### src/rtl/dcs_pkg.sv
package dcs_pkg;

    typedef enum logic [1:0] {
        S_IDLE   = 2'd0,
        S_FETCH  = 2'd1,
        S_XFER   = 2'd2,
        S_RETIRE = 2'd3
    } seq_state_e;

    // register word offsets
    localparam logic [2:0] RA_CTRL = 3'd0;
    localparam logic [2:0] RA_STAT = 3'd1;
    localparam logic [2:0] RA_CUR  = 3'd2;
    localparam logic [2:0] RA_LINK = 3'd3;
    localparam logic [2:0] RA_SRC  = 3'd4;
    localparam logic [2:0] RA_DST  = 3'd5;
    localparam logic [2:0] RA_LEN  = 3'd6;

    // bit positions inside the pointer / link word
    localparam int PB_SNOOP = 4;
    localparam int PB_SEGIE = 3;
    localparam int PB_LAST  = 0;

    // descriptor word index of each field
    localparam logic [1:0] DW_SRC  = 2'd0;
    localparam logic [1:0] DW_DST  = 2'd1;
    localparam logic [1:0] DW_LINK = 2'd2;
    localparam logic [1:0] DW_LEN  = 2'd3;

endpackage

### src/rtl/dcs_regs.sv
module dcs_regs
    import dcs_pkg::*;
#(
    parameter int AW = 32,
    parameter int LW = 16
) (
    input  logic          clk,
    input  logic          rst_n,
    input  logic          reg_wr,
    input  logic [2:0]    reg_addr,
    input  logic [AW-1:0] reg_wdata,
    output logic [AW-1:0] reg_rdata,
    // towards the sequencer
    output logic          start,
    output logic          dir_mode,
    output logic          eot_ie,
    output logic [AW-1:0] dsrc,
    output logic [AW-1:0] ddst,
    output logic [LW-1:0] dlen,
    output logic          cur_wr,
    output logic [AW-1:3] cur_wval,
    output logic [1:0]    stat_clr,
    // readback from the sequencer
    input  logic          busy,
    input  logic          seg_done,
    input  logic          chain_done,
    input  logic [AW-1:0] cur_ptr,
    input  logic [AW-1:0] link_word
);

    typedef struct packed {
        logic          dir;
        logic          eot;
        logic [AW-1:0] src;
        logic [AW-1:0] dst;
        logic [LW-1:0] len;
    } regs_t;

    regs_t r_q, r_d;

    always_comb begin
        r_d = r_q;
        if (reg_wr) begin
            case (reg_addr)
                RA_CTRL: begin
                    r_d.dir = reg_wdata[1];
                    r_d.eot = reg_wdata[2];
                end
                RA_SRC: r_d.src = reg_wdata;
                RA_DST: r_d.dst = reg_wdata;
                RA_LEN: r_d.len = reg_wdata[LW-1:0];
                default: ;
            endcase
        end
    end

    always_ff @(posedge clk) begin
        if (!rst_n) r_q <= '0;
        else        r_q <= r_d;
    end

    // a start command takes the mode bits written in the same access
    assign start    = reg_wr && (reg_addr == RA_CTRL) && reg_wdata[0];
    assign dir_mode = (reg_wr && reg_addr == RA_CTRL) ? reg_wdata[1] : r_q.dir;
    assign eot_ie   = r_q.eot;
    assign dsrc     = r_q.src;
    assign ddst     = r_q.dst;
    assign dlen     = r_q.len;
    assign cur_wr   = reg_wr && (reg_addr == RA_CUR);
    assign cur_wval = reg_wdata[AW-1:3];
    assign stat_clr = (reg_wr && reg_addr == RA_STAT) ? reg_wdata[2:1] : 2'b00;

    always_comb begin
        case (reg_addr)
            RA_CTRL: reg_rdata = {{(AW-3){1'b0}}, r_q.eot, r_q.dir, 1'b0};
            RA_STAT: reg_rdata = {{(AW-3){1'b0}}, chain_done, seg_done, busy};
            RA_CUR:  reg_rdata = cur_ptr;
            RA_LINK: reg_rdata = link_word;
            RA_SRC:  reg_rdata = r_q.src;
            RA_DST:  reg_rdata = r_q.dst;
            RA_LEN:  reg_rdata = {{(AW-LW){1'b0}}, r_q.len};
            default: reg_rdata = '0;
        endcase
    end

endmodule

### src/rtl/dcs_seq.sv
module dcs_seq
    import dcs_pkg::*;
#(
    parameter int AW = 32,
    parameter int LW = 16
) (
    input  logic          clk,
    input  logic          rst_n,
    input  logic          start,
    input  logic          dir_mode,
    input  logic          eot_ie,
    input  logic [AW-1:0] dsrc,
    input  logic [AW-1:0] ddst,
    input  logic [LW-1:0] dlen,
    input  logic          cur_wr,
    input  logic [AW-1:3] cur_wval,
    input  logic [1:0]    stat_clr,
    output logic          mem_req,
    output logic [AW-1:0] mem_addr,
    input  logic          mem_ack,
    input  logic [AW-1:0] mem_rdata,
    output logic          mv_req,
    output logic [AW-1:0] mv_src,
    output logic [AW-1:0] mv_dst,
    output logic [LW-1:0] mv_len,
    output logic          mv_snoop,
    input  logic          mv_done,
    output logic          busy,
    output logic          seg_done,
    output logic          chain_done,
    output logic [AW-1:0] cur_ptr,
    output logic [AW-1:0] link_word
);

    typedef struct packed {
        seq_state_e    st;
        logic [AW-1:0] cur;
        logic [AW-1:0] link;
        logic [AW-1:0] src;
        logic [AW-1:0] dst;
        logic [LW-1:0] len;
        logic [1:0]    idx;
        logic          dir;
        logic          segf;
        logic          chf;
    } seq_t;

    seq_t q, d;

    always_comb begin
        d = q;
        if (stat_clr[0]) d.segf = 1'b0;
        if (stat_clr[1]) d.chf  = 1'b0;
        case (q.st)
            S_IDLE: begin
                if (cur_wr) d.cur = {cur_wval, 3'b000};
                if (start) begin
                    d.dir = dir_mode;
                    d.idx = DW_SRC;
                    if (dir_mode) begin
                        d.src = dsrc;
                        d.dst = ddst;
                        d.len = dlen;
                        d.st  = (dlen == '0) ? S_RETIRE : S_XFER;
                    end else begin
                        d.st  = S_FETCH;
                    end
                end
            end
            S_FETCH: begin
                if (mem_ack) begin
                    case (q.idx)
                        DW_SRC:  d.src  = mem_rdata;
                        DW_DST:  d.dst  = mem_rdata;
                        DW_LINK: d.link = mem_rdata;
                        default: d.len  = mem_rdata[LW-1:0];
                    endcase
                    d.idx = 2'(q.idx + 2'd1);
                    if (q.idx == DW_LEN)
                        d.st = (mem_rdata[LW-1:0] == '0) ? S_RETIRE : S_XFER;
                end
            end
            S_XFER: begin
                if (mv_done) d.st = S_RETIRE;
            end
            default: begin // S_RETIRE
                if (!q.dir && q.cur[PB_SEGIE]) d.segf = 1'b1;
                if (q.dir || q.link[PB_LAST]) begin
                    d.st = S_IDLE;
                    if (eot_ie) d.chf = 1'b1;
                end else begin
                    d.cur = {q.link[AW-1:3], 3'b000};
                    d.idx = DW_SRC;
                    d.st  = S_FETCH;
                end
            end
        endcase
    end

    always_ff @(posedge clk) begin
        if (!rst_n) q <= '0;
        else        q <= d;
    end

    assign mem_req    = (q.st == S_FETCH);
    assign mem_addr   = {q.cur[AW-1:5], 1'b0, q.idx, 2'b00};
    assign mv_req     = (q.st == S_XFER);
    assign mv_src     = q.src;
    assign mv_dst     = q.dst;
    assign mv_len     = q.len;
    assign mv_snoop   = q.cur[PB_SNOOP];
    assign busy       = (q.st != S_IDLE);
    assign seg_done   = q.segf;
    assign chain_done = q.chf;
    assign cur_ptr    = q.cur;
    assign link_word  = q.link;

    // a read request holds with a stable address until acknowledged
    p_req_hold_r3: assert property (@(posedge clk) disable iff (!rst_n)
        mem_req && !mem_ack |=> mem_req && $stable(mem_addr));

    // segment attributes hold while the mover works
    p_mv_hold_r4: assert property (@(posedge clk) disable iff (!rst_n)
        mv_req && !mv_done |=> mv_req && $stable(mv_snoop) && $stable(mv_src)
                               && $stable(mv_dst) && $stable(mv_len));

    // the pointer does not move while a descriptor is fetched or moved
    p_cur_frozen_r9: assert property (@(posedge clk) disable iff (!rst_n)
        (q.st == S_FETCH || q.st == S_XFER) |=> $stable(q.cur));

    // segment flag rises only when a segment is retired
    p_seg_cause_r6: assert property (@(posedge clk) disable iff (!rst_n)
        $rose(seg_done) |-> $past(q.st == S_RETIRE));

endmodule

### src/rtl/dma_chain_seq.sv
module dma_chain_seq
    import dcs_pkg::*;
#(
    parameter int AW = 32,
    parameter int LW = 16
) (
    input  logic          clk,
    input  logic          rst_n,
    input  logic          reg_wr,
    input  logic [2:0]    reg_addr,
    input  logic [AW-1:0] reg_wdata,
    output logic [AW-1:0] reg_rdata,
    output logic          mem_req,
    output logic [AW-1:0] mem_addr,
    input  logic          mem_ack,
    input  logic [AW-1:0] mem_rdata,
    output logic          mv_req,
    output logic [AW-1:0] mv_src,
    output logic [AW-1:0] mv_dst,
    output logic [LW-1:0] mv_len,
    output logic          mv_snoop,
    input  logic          mv_done,
    output logic          busy,
    output logic          irq
);

    logic          start, dir_mode, eot_ie, cur_wr;
    logic [AW-1:0] dsrc, ddst, cur_ptr, link_word;
    logic [LW-1:0] dlen;
    logic [AW-1:3] cur_wval;
    logic [1:0]    stat_clr;
    logic          seg_done, chain_done;

    dcs_regs #(.AW(AW), .LW(LW)) u_regs (
        .clk        (clk),
        .rst_n      (rst_n),
        .reg_wr     (reg_wr),
        .reg_addr   (reg_addr),
        .reg_wdata  (reg_wdata),
        .reg_rdata  (reg_rdata),
        .start      (start),
        .dir_mode   (dir_mode),
        .eot_ie     (eot_ie),
        .dsrc       (dsrc),
        .ddst       (ddst),
        .dlen       (dlen),
        .cur_wr     (cur_wr),
        .cur_wval   (cur_wval),
        .stat_clr   (stat_clr),
        .busy       (busy),
        .seg_done   (seg_done),
        .chain_done (chain_done),
        .cur_ptr    (cur_ptr),
        .link_word  (link_word)
    );

    dcs_seq #(.AW(AW), .LW(LW)) u_seq (
        .clk        (clk),
        .rst_n      (rst_n),
        .start      (start),
        .dir_mode   (dir_mode),
        .eot_ie     (eot_ie),
        .dsrc       (dsrc),
        .ddst       (ddst),
        .dlen       (dlen),
        .cur_wr     (cur_wr),
        .cur_wval   (cur_wval),
        .stat_clr   (stat_clr),
        .mem_req    (mem_req),
        .mem_addr   (mem_addr),
        .mem_ack    (mem_ack),
        .mem_rdata  (mem_rdata),
        .mv_req     (mv_req),
        .mv_src     (mv_src),
        .mv_dst     (mv_dst),
        .mv_len     (mv_len),
        .mv_snoop   (mv_snoop),
        .mv_done    (mv_done),
        .busy       (busy),
        .seg_done   (seg_done),
        .chain_done (chain_done),
        .cur_ptr    (cur_ptr),
        .link_word  (link_word)
    );

    assign irq = seg_done | chain_done;

    // fetch and move never overlap, and both only while busy
    p_no_overlap_r9: assert property (@(posedge clk) disable iff (!rst_n)
        !(mem_req && mv_req) && ((mem_req || mv_req) -> busy));

    // the mover never sees an empty segment
    p_zero_len_r10: assert property (@(posedge clk) disable iff (!rst_n)
        mv_req |-> mv_len != '0);

    // the interrupt drops only after a software status write
    p_irq_fall_r8: assert property (@(posedge clk) disable iff (!rst_n)
        $fell(irq) |-> $past(reg_wr && reg_addr == RA_STAT));

endmodule

### config.mk
export PLATFORM = sky130hd
export DESIGN_NAME = dma_chain_seq
export DESIGN_NICKNAME = d
export VERILOG_FILES = /design/src/rtl/dcs_pkg.sv /design/src/rtl/dcs_regs.sv /design/src/rtl/dcs_seq.sv /design/src/rtl/dma_chain_seq.sv
export SDC_FILE = /design/constraint.sdc
export NUM_CORES = 1
export LEC_CHECK = 0
export ABC_AREA = 1
export BUFFER_PORTS_ARGS = -buffer_cell sky130_fd_sc_hd__buf_2
export CELL_PAD_IN_SITES_DETAIL_PLACEMENT = 0
export CELL_PAD_IN_SITES_GLOBAL_PLACEMENT = 1
export CORE_MARGIN = 2
export CORE_UTILIZATION = 40
export DETAILED_ROUTE_END_ITERATION = 7
export MAX_ROUTING_LAYER = met4
export PLACE_DENSITY = 0.79
export SLEW_MARGIN = 15
export SYNTH_ARGS = -nofsm -noshare
export SYNTH_HDL_FRONTEND = slang
export SYNTH_SLANG_ARGS = --single-unit
### constraint.sdc
create_clock -name clk -period 2.54 [get_ports clk]
set_input_delay 0.127 -clock clk [delete_from_list [all_inputs] [get_ports clk]]
set_output_delay 0.127 -clock clk [all_outputs]
set_load 0.005 [all_outputs]
* After elaboration in Yosys (flattened, before gate mapping) *
Cells that the tools add are included.

storage, ports and cells
  flip-flop bits (word level) = 233
  input bits = 72
  output and inout port bits = 149
  logic and storage cells = 100

operators by class
  add/subtract/negate cells = 1
  equal/unequal tests = 22
  multiplexer cells = 30
  bitwise gates (word level) = 3
  reductions and logical operators = 29

operator list
  kind                  number
  $pmux W32 S7          1
  $pmux W80 S2          1
  $mux W32              4
  $mux W83              1
  $mux W82              1
  $mux W80              1
  $pmux W32 S2          1
  $logic_not A16 Y1     2
  $mux W16              1
  $mux W2               8
  $reduce_and A5 Y1     3
  $ne A2 B1 Y1 const B  6
  $pmux W2 S3           2
  $reduce_and A2 Y1     5
  $eq A3 B3 Y1 const B  3
  $mux W1               9
  $ne A2 B2 Y1 const B  4
  $reduce_and A4 Y1     2
  $eq A2 B2 Y1 const B  3
  $eq A3 B2 Y1 const B  2
  $reduce_and A3 Y1     2
  $reduce_or A3 Y1      2
  $logic_and A1 B1 Y1   5
  $eq A2 B1 Y1 const B  2
  other kinds (11)      14

* Longest topological paths before layout *
  depth after elaboration = 7
  depth in mapped cells = 11
  mapped depth without buffers = 10

* Hierarchy *
Synthesis repeated with hierarchy kept, for this count alone.

unflattened totals
  cells, all modules = 1881
  area, all modules = 13341.5 um2

modules (own cells, without submodules)
  module         instances  cells each  area an instance (um2)  seq. area each (um2)
  dcs_seq        1          1017        7752.4                  2962.8
  dcs_regs       1          861         5577.8                  1641.6
  dma_chain_seq  1          3           11.3                    0.0

* Worst setup path before layout *
Ideal clock, no wire load.

  kind = register -> register
  from = register u_seq.q[149] in the netlist's numbering
  to = register u_seq.q (netlist bit u_seq.mv_dst[10])
  setup time = 0.113 ns
  arrival time = 1.712 ns
  required time = 2.427 ns
  path slack = 0.715 ns
  cell stages (with the launch flop) = 11
  path buffers = 2
  clock period less this slack = 1.825 ns
  cells stage by stage = dfxtp_1 -> inv_1 -> ha_1 -> buf_2 -> inv_2 -> nor2_1 -> a21oi_4 -> o2111ai_4 -> buf_2 -> nor2_1 -> nor2_1

between the ends
  cells in the longest elaborated chain, start to end = 3
  elaborated cells on any way between the ends = 9
  those cells by class = eq/ne (5); mux (1); reduce/logical (3)

ends and longest elaborated chain
  item                                              RTL line        text
  start, declared                                   dcs_seq.sv:48   seq_t q, d;
  start signal, assigned                            dcs_seq.sv:101  if (!rst_n) q <= '0;
  start signal, assigned                            dcs_seq.sv:102  else q <= d;
  $eq A2 B1 Y1 or $logic_not A2 Y1 (tied branches)  dcs_seq.sv:54   case (q.st)
  $ne A2 B1 Y1 (no line) (tied with other cells)    --
  $reduce_and A5 Y1 (no line)                       --

Parallel ways exist; a longest one is shown, timed or not.
A chain may end at the register's enable or synchronous reset.

* Final worst setup path *
  from = register u_seq.q[150] in the netlist's numbering
  to = output port reg_rdata[0]

between the ends
  cells in the longest elaborated chain, start to end = 2

ends and longest elaborated chain
  item                RTL line             text
  $reduce_bool A2 Y1  dcs_seq.sv:112       assign busy = (q.st != S_IDLE);
  $pmux W32 S7        dcs_regs.sv:74       case (reg_addr)
  end, declared       dma_chain_seq.sv:12  output logic [AW-1:0] reg_rdata,

No other way between the ends.

==> flow_summary.json <==
{
  "status": "finished clean",
  "first_iter_violations": 890,
  "die_x_um": 175,
  "yosysUniqueCellTypes": 30,
  "num_rows": 62,
  "wirelength_um": 37600,
  "fin_util": 0.484,
  "tightest_slew_ns": 0.712,
  "setup_viol": 0,
  "cts_made_buffers": 27,
  "syn_avg_cell_area_um2": 6.85,
  "ys_top_cells_by_count": "315 x nand2_1, 246 x nor2_1, 230 x dfxtp_1",
  "area_growth_syn_to_layout_pct": 18.9,
  "end_kind": "primary output",
  "yosys.cell_count.top_type": "nand2_1",
  "cp_slowest_cell": "dfxtp_1",
  "die_h_um": 175,
  "first_pass_iters": 5,
  "cp_max_fo": 7,
  "cts_tree": "built",
  "clock_path_buffers": 3,
  "place_congestion": 0.873,
  "num_vias": 11000,
  "path_buf_inv": 3,
  "setup_tns_ns": 0,
  "cp_data_required_time_ns": 2.41,
  "clkTransAtPathRegs_ns": 0.06,
  "clkPwrFrac": 0.340,
  "grt_antenna_before_repair": 2,
  "combPwrFrac": 0.291,
  "synth-edff-count": 0,
  "grt-ovfl-total": 0,
  "cts_root_buf": "clkbuf_16",
  "synth_seq_cells": 230,
  "crit_arrival_ns": 1.99,
  "cp-start-kind": "register",
  "pin_count": 221,
  "worst_path_largest_cell_delay_ns": 0.35,
  "maxCapViolCount": 0,
  "p_switching_w": 0.00417,
  "syn_inst": 1707,
  "hold_class": "in -> reg",
  "synthFlopType": "dfxtp_1",
  "fin_crit_sh": 0.833,
  "min_period_ns": 2.12,
  "crit_chain": "inv_1, ha_2, inv_2, nand2_1, o21ai_0, a21oi_1, o221ai_1, buf_2",
  "grt_use_met1": 0.328,
  "busiest_layer": "met2",
  "p_seq_frac": 0.368,
  "rsz0062_at_grt": "false",
  "ys.warnings.count": 0,
  "vdd_drop_max_mv": 0.504,
  "layout.nets": 1913,
  "portBuffers": 217,
  "clock-sinks": 230,
  "synthArstFlopShare": 0,
  "grt_max_degree": 78,
  "hold_violations": 0,
  "initial_core_util": 0.407,
  "detail_route.vias_per_cell": 4.92,
  "crit_cells": 8,
  "grt_pass1_wl_um": 58200,
  "power.static_leakage_nw": 6.35,
  "crit_type": "reg -> out",
  "fmax_mhz": 473,
  "total_power_w": 0.0122,
  "die_area_um2": 30600,
  "drv_slew": 0,
  "yosys-top-cells-area": "dfxtp_1 39%, nand2_1 10%, o21ai_0 8.0%",
  "switching_share": 0.341,
  "grt_pass1_vias": 10300,
  "antenna_left": 0,
  "critical_path.top_delay_family": "compound AO/OA/AOI/OAI gates",
  "synth_area_leader_cell": "dfxtp_1",
  "insertion_delay_ns": 0.53,
  "ff2ff_setup_slack_ns": 0.44,
  "cp-startpoint": "u_seq.q[150]",
  "clock_skew_ns": 0.0108,
  "ys_seq_area_frac": 0.394,
  "hold_path_depth": 3,
  "hold_path.startpoint": "rst_n",
  "htreeDepth": 1,
  "grtUsageMet3": 0.0387,
  "power_density_nw_per_um2": 880,
  "syn_area_um2": 11700,
  "nFillCells": 2963,
  "dp_hpwl_um": 25700,
  "core_area_um2": 28700,
  "wl_per_cell_um": 16.8,
  "worst_hold_slack_ns": 0.0316,
  "drc": 0,
  "intPower_w": 0.00807,
  "relSlewSlack": 0.522,
  "drive_gt1_frac": 0.170,
  "ff2ff_path_depth": 10,
  "r2r_start": "u_seq.q[149]",
  "grt_usage": 0.249,
  "synth_top_area_share": 0.394,
  "grt_util_met2": 0.398
}
## flip-flops by register name (all words and copies together) (netlist names)
| signal | count |
|---|---|
| u_regs.ddst | 32 |
| u_regs.dsrc | 32 |
| u_seq.link_word | 32 |
| u_seq.mv_dst | 32 |
| u_seq.mv_src | 32 |
| u_seq.cur_ptr | 29 |
| u_regs.dlen | 16 |
| u_seq.mv_len | 16 |
| u_seq.q | 3 |
| u_seq.mem_addr | 2 |
| u_regs.eot_ie | 1 |
| u_regs.r_q | 1 |
| u_seq.chain_done | 1 |
| u_seq.seg_done | 1 |
## repair_timing
action                                  4_1_cts  5_1_grt
buffers inserted                              0        0
gates resized for setup                       0        0
hold buffers                                 64        0
endpoints found under the setup margin        0        0
endpoints found under the hold margin       155        0
## layout make-up
type	count	area, µm²	share of cell area
antenna	2	5.00	0.000360
sequential	230	4600	0.331
multi-input combinational	1042	5010	0.361
clock buffer	38	777	0.0559
tap	384	480	0.0346
timing repair buffer	314	2040	0.147
clock inverter	8	165	0.0119
inverter	217	815	0.0586
## worst reg2reg max path, stage by stage (launching register included)
cell,delay [ns]
dfxtp_1,0.46
inv_1,0.10
ha_2,0.20
inv_2,0.13
nor2_1,0.09
a21oi_4,0.21
o2111ai_4,0.31
buf_4,0.31
nand2_1,0.08
nand2_1,0.04
nor2_1,0.10
## metrics by stage
| stage | setup slack (ns) | cell area [µm²] | instances |
|---|---|---|---|
| 4_1_cts | 0.425 | 13900 | 2233 |
| 3_5_place_dp | 0.451 | 12300 | 2123 |
| 5_1_grt | 0.275 | 13900 | 2235 |
| 6_report | 0.424 | 13900 | 2235 |
| 3_3_place_gp | 0.528 | 12300 | 2123 |
| 2_1_floorplan | 0.715 | 11700 | 1709 |
## power groups by stage
stage	registers (W)	clock network, W	logic (W)
after floorplan	0.00445	0	0.00281
after global placement	0.00458	0	0.00347
after detailed placement	0.00459	0	0.00350
after CTS	0.00451	0.00424	0.00360
after global routing	0.00457	0.00439	0.00406
final	0.00451	0.00417	0.00356
## path summary, 6_finish.rpt
| check | endpoint |
|---|---|
| worst max register to register | u_seq.mv_src[26] |
| worst min-delay path | u_seq.mv_src[31] |
| worst max-delay path | reg_rdata[0] |
| worst min register to register | u_seq.link_word[2] |
## cell usage in the layout (no fill, tap or decap)
master / Yosys / final
buf_2: 25 / 216
nand3_1: 14 / 12
clkinv_2: 0 / 3
inv_2: 8 / 8
a21oi_2: 1 / 1
nand2_2: 0 / 2
conb_1: 1 / 3
o2111ai_4: 2 / 2
buf_4: 112 / 28
nand4_1: 3 / 3
ha_2: 0 / 1
bufinv_16: 0 / 5
a21oi_4: 1 / 1
clkbuf_16: 0 / 27
clkbuf_8: 0 / 6
ha_4: 0 / 1
o221ai_1: 15 / 15
o21ai_0: 187 / 187
nor3_1: 2 / 2
buf_6: 2 / 1
a21oi_1: 136 / 136
or2_2: 3 / 3
dlygate4sd3_1: 0 / 64
nor2_1: 246 / 246
o31ai_1: 81 / 81
nor2_4: 1 / 1
a31oi_1: 1 / 1
inv_1: 209 / 209
diode_2: 0 / 2
o2111ai_1: 16 / 16
o22ai_1: 3 / 3
ha_1: 9 / 7
buf_12: 0 / 5
a22oi_1: 1 / 1
dfxtp_1: 230 / 230
nand2_1: 315 / 313
nand3_2: 2 / 4
clkbuf_1: 77 / 5
## layer usage
metal,up-vias,part of all wire
met1,4961,0.44
met4,0,0.024
li1,5621,-
met2,361,0.47
met3,63,0.067
met5,-,0
## cell families (layout without fill, tap and decap cells)
logic type,after synthesis,in the layout,synth area share
AOI/OAI and AO/OA,444,444,0.223
adders and majority gates,9,9,0.00963
buffers and inverters,437,577,0.180
DFF,230,230,0.394
other,1,5,0.000321
and+or+nand+nor,586,586,0.193
(Power assumes the default switching activity.)
